[src/rtl/core_wake_pkg.sv]
package core_wake_pkg;

  typedef enum logic [1:0] {
    WK_WAIT_INIT  = 2'd0,
    WK_WAIT_START = 2'd1,
    WK_STARTED    = 2'd2
  } wake_state_t;

  typedef enum logic {
    MSG_INIT  = 1'b0,
    MSG_START = 1'b1
  } wake_msg_t;

  localparam int unsigned SEL_SHIFT  = 8;
  localparam int unsigned BASE_SHIFT = 12;
  localparam logic [15:0] START_LIMIT = 16'hFFFF;

endpackage

[src/rtl/core_wake_fsm.sv]
module core_wake_fsm
  import core_wake_pkg::*;
(
  input  logic        clk,
  input  logic        rst,
  input  logic        evt_valid,
  input  logic        evt_kind,
  output logic        take_start,
  output logic [1:0]  state_q,
  output logic        run_q,
  output logic        ignored_q
);

  wake_state_t cur_st, nxt_st;
  logic take_init;
  logic drop_msg;

  always_comb begin
    take_init  = evt_valid && (evt_kind == MSG_INIT)  && (cur_st == WK_WAIT_INIT);
    take_start = evt_valid && (evt_kind == MSG_START) && (cur_st == WK_WAIT_START);
    drop_msg   = evt_valid && !take_init && !take_start;
    nxt_st     = cur_st;
    if (take_init)  nxt_st = WK_WAIT_START;
    if (take_start) nxt_st = WK_STARTED;
  end

  always_ff @(posedge clk) begin
    if (rst) begin
      cur_st    <= WK_WAIT_INIT;
      run_q     <= 1'b0;
      ignored_q <= 1'b0;
    end else begin
      cur_st    <= nxt_st;
      ignored_q <= drop_msg;
      if (take_start) run_q <= 1'b1;
    end
  end

  assign state_q = cur_st;

endmodule

[src/rtl/core_wake_addr.sv]
module core_wake_addr
  import core_wake_pkg::*;
#(
  parameter int unsigned VEC_W  = 8,
  parameter int unsigned SEL_W  = 16,
  parameter int unsigned BASE_W = 32,
  parameter int unsigned LIM_W  = 32,
  parameter int unsigned IP_W   = 32
)(
  input  logic              clk,
  input  logic              rst,
  input  logic              load,
  input  logic [VEC_W-1:0]  vector,
  output logic [SEL_W-1:0]  sel_q,
  output logic [BASE_W-1:0] base_q,
  output logic [LIM_W-1:0]  lim_q,
  output logic [IP_W-1:0]   ip_q
);

  localparam int unsigned SEL_RAW_W  = VEC_W + SEL_SHIFT;
  localparam int unsigned BASE_RAW_W = VEC_W + BASE_SHIFT;

  logic [SEL_RAW_W-1:0]  sel_raw;
  logic [BASE_RAW_W-1:0] base_raw;

  always_comb begin
    sel_raw  = {vector, {SEL_SHIFT{1'b0}}};
    base_raw = {vector, {BASE_SHIFT{1'b0}}};
  end

  always_ff @(posedge clk) begin
    if (rst) begin
      sel_q  <= '0;
      base_q <= '0;
      lim_q  <= '0;
      ip_q   <= '0;
    end else if (load) begin
      sel_q  <= SEL_W'(sel_raw);
      base_q <= BASE_W'(base_raw);
      lim_q  <= LIM_W'(START_LIMIT);
      ip_q   <= '0;
    end
  end

endmodule

[src/rtl/core_wake_seq.sv]
module core_wake_seq #(
  parameter int unsigned VEC_W  = 8,
  parameter int unsigned SEL_W  = 16,
  parameter int unsigned BASE_W = 32,
  parameter int unsigned LIM_W  = 32,
  parameter int unsigned IP_W   = 32
)(
  input  logic              clk,
  input  logic              rst,
  input  logic              evt_valid,
  input  logic              evt_kind,
  input  logic [VEC_W-1:0]  evt_vector,
  output logic [1:0]        seq_state,
  output logic              run_en,
  output logic [SEL_W-1:0]  cs_sel,
  output logic [BASE_W-1:0] cs_base,
  output logic [LIM_W-1:0]  cs_limit,
  output logic [IP_W-1:0]   ip,
  output logic              msg_ignored
);

  logic start_ok;

  core_wake_fsm u_fsm (
    .clk        (clk),
    .rst        (rst),
    .evt_valid  (evt_valid),
    .evt_kind   (evt_kind),
    .take_start (start_ok),
    .state_q    (seq_state),
    .run_q      (run_en),
    .ignored_q  (msg_ignored)
  );

  core_wake_addr #(
    .VEC_W  (VEC_W),
    .SEL_W  (SEL_W),
    .BASE_W (BASE_W),
    .LIM_W  (LIM_W),
    .IP_W   (IP_W)
  ) u_addr (
    .clk    (clk),
    .rst    (rst),
    .load   (start_ok),
    .vector (evt_vector),
    .sel_q  (cs_sel),
    .base_q (cs_base),
    .lim_q  (cs_limit),
    .ip_q   (ip)
  );

endmodule

[config.mk]
export PLATFORM = sky130hd
export DESIGN_NAME = core_wake_seq
export DESIGN_NICKNAME = d
export VERILOG_FILES = /design/src/rtl/core_wake_pkg.sv /design/src/rtl/core_wake_fsm.sv /design/src/rtl/core_wake_addr.sv /design/src/rtl/core_wake_seq.sv
export SDC_FILE = /design/constraint.sdc
export NUM_CORES = 1
export LEC_CHECK = 0
export BUFFER_PORTS_ARGS = -buffer_cell sky130_fd_sc_hd__buf_2
export CORE_ASPECT_RATIO = 2
export CORE_MARGIN = 3
export CORE_UTILIZATION = 34
export CTS_BUF_LIST = sky130_fd_sc_hd__clkbuf_4 sky130_fd_sc_hd__clkbuf_8
export DETAILED_ROUTE_END_ITERATION = 16
export PLACE_DENSITY = 0.86
export SYNTH_ARGS = -nofsm -noshare
export SYNTH_HDL_FRONTEND = slang
export SYNTH_SLANG_ARGS = --single-unit
[constraint.sdc]
create_clock -name clk -period 1 [get_ports clk]
set_input_delay 0.05 -clock clk [delete_from_list [all_inputs] [get_ports clk]]
set_output_delay 0.05 -clock clk [all_outputs]
set_load 0.02 [all_outputs]
==> flow_summary_export.csv <==
group,metric,value,unit
outcome,status,"complete, but fails checks",
outcome,violations,"negative setup slack",
sta,fin_crit,1020,ps
grt,grt_overflow,0,
sta,holdWs,67.3,ps
critical_path,cp.required,1170,ps
layout,num_antenna_cells,0,
placed_design,place_congestion,0.630,
critical_path,worstPathMaxFanout,10,
floorplanning,dieArea,4630,sq um
floorplanning,pin_count,128,
route,vias,759,
sta,slew_viol_final,0,
power,power_density,1240,nW/um^2
layout,syn_to_final_growth,-5.89,%
placed_design,io_buffers,47,
clock_tree,cts_root_buf,"clkbuf_8",
power,finalPower,0.00151,W
layout,drive_above_1_share,32.8,%
critical_path,crit_arrival,1180,ps
sta,finalSetupViolations,6,
route,wl_per_cell,8.03,microns
floorplanning,chipWidth,49.6,microns
sta,rsz0062_at_grt,"yes",
sta,finClkSkew,0.405,ps
route,dr.pass1.iters,2,
clock_tree,path_clk_slew,50,ps
floorplanning,die_h,93.3,microns
grt,grt_pass1_vias,591,
critical_path,crit_path_end_kind,"register",
clock_tree,clock_path_buffers,2,
yosys,synthDistinctLibCells,14,
yosys,ys_ff_latch,12,
layout,final_cell_mix,"conb_1, buf_2, nand2b_1, buf_4, dfxtp_1",
clock_tree,hold_buffers,0,
min_path,hold_path_class,"in -> reg",
grt,antenna_found_initial,0,
route,drt-total-wl,1.84,mm
grt,grt_max_degree,18,
yosys,yosysTopAreaCell,"buf_4",
critical_path,critPathKind,"reg -> reg",
placed_design,dp_hpwl,1.59,mm
clock_tree,insertion_delay,240,ps
yosys,yosysTopAreaCellShare,60.3,%
layout,n_fill_cell,372,
floorplanning,initial_core_util,35.5,%
sta,post-route-period-util,102,%
yosys,synth_warnings,0,
power,p_leak,0.750,nW
layout,stdcell_count,229,
power,max-vdd-ir-drop,0.740,mV
yosys,seq_area_frac_synth,18.6,%
clock_tree,clock_sink_count,12,
clock_tree,tritoncts,"yes",
clock_tree,numCtsBuffers,3,
grt,grt_usage,6.80,%
placed_design,dpl.cell_count,224,
floorplanning,core_area,3650,sq um
yosys,synthTopCellsByArea,"buf_4, dfxtp_1, nand2b_1",
floorplanning,rows,31,
sta,hold_viol_final,0,
clock_tree,htreeDepth,1,
layout,final_common_cell,"conb_1",
grt,grt_pass1_wl,2.47,mm
route,drt_iter0_drc,3,
route,ant_nets,0,
route,avgViaCountPerCell,3.31,
yosys,syn_area,1290,sq um
run,maxCapViolCount,0,
sta,timing.fmax,984,MHz
yosys,syn_avg_cell_area,8.52,sq um
route,drc,0,
sta,finalWorstSetupSlack,-15.8,ps
yosys,netlist_instances,152,
layout,nNetsFinal,193,
critical_path,startpoint_type,"register",
[metal layers]
| layer | global-route usage, % | up-vias | part of all wire (%) |
|---|---|---|---|
| li1 | - | 341 | - |
| met1 | 5.50 | 318 | 25 |
| met2 | 13.5 | 95 | 53 |
| met3 | 1.44 | 5 | 20 |
| met4 | 4.85 | 0 | 1.9 |
| met5 | 0 | - | 0 |
[metrics by stage]
| stage | instance area, sq um | TNS (ps) | util (%) | setup slack [ps] |
|---|---|---|---|---|
| after global routing | 1220 | -405 | 33.4 | -88.6 |
| after CTS | 1190 | -119 | 32.7 | -23.3 |
| after detailed placement | 1130 | -71.0 | 31.0 | -24.6 |
| after global placement | 1130 | 0 | 31.0 | 18.9 |
| after floorplan | 1600 | 0 | - | 7.13 |
| final | 1220 | -56.4 | 33.4 | -15.8 |
[registers in the layout (all words and copies together), names as in the netlist]
register,cells
u_addr.base_q,8
u_fsm.run_q,1
u_fsm.ignored_q,1
u_fsm.state_q,2
[worst max-delay path: stages, from the launching register on]
cell     delay, ps
dfxtp_4        330
and4b_1        280
buf_12         150
mux2i_1        180
[worst paths after layout]
| path | from | slack, ps | to | cells after the start |
|---|---|---|---|---|
| worst min register to register | u_addr.base_q[13] | 490 | u_addr.base_q[13] | 2 |
| worst max-delay path | u_fsm.state_q[1] | -20 | u_addr.base_q[12] | 3 |
| worst min-delay path | evt_vector[1] | 70 | u_addr.base_q[13] | 3 |
| worst max register to register | u_fsm.state_q[1] | -20 | u_addr.base_q[12] | 3 |
[final cells by class]
type,instances,area [sq um],area share (%)
clock buffer,4,55.1,4.52
tap,49,61.3,5.03
timing repair buffer,51,302,24.7
inverter,1,3.75,0.308
sequential,12,246,20.2
multi-input combinational,112,551,45.2
[power breakdown]
group | switching (W) | total, W | internal (W)
sequential | 0.0000122 | 0.000507 | 0.000495
clock | 0.000172 | 0.000519 | 0.000347
combinational | 0.000386 | 0.000482 | 0.0000958
[synthesized netlist by cell type]
cell type,instances
buf_4,104
buf_2,1
buf_6,1
nand3b_1,1
and4b_1,1
nand2b_1,16
inv_1,1
conb_1,1
xor2_1,1
mux2i_1,8
and2b_2,1
o211a_1,2
o21a_1,2
dfxtp_1,12
[timing repair]
item                                    in CTS  in global routing
endpoints found under the setup margin      25                 25
endpoints found under the hold margin        0                  0
gates cloned                                 0                  1
resized for setup                            2                  9
buffers inserted                             0                  0
[logic make-up after synthesis]
kind of cell	share of synthesized area, %
buf+inv	61.8
simple gates	9.76
flops	18.6
mux	6.18
compound gates	2.71
xor+xnor	0.676
other cells	0.290
No activity file was read; power rests on OpenSTA's default activity.
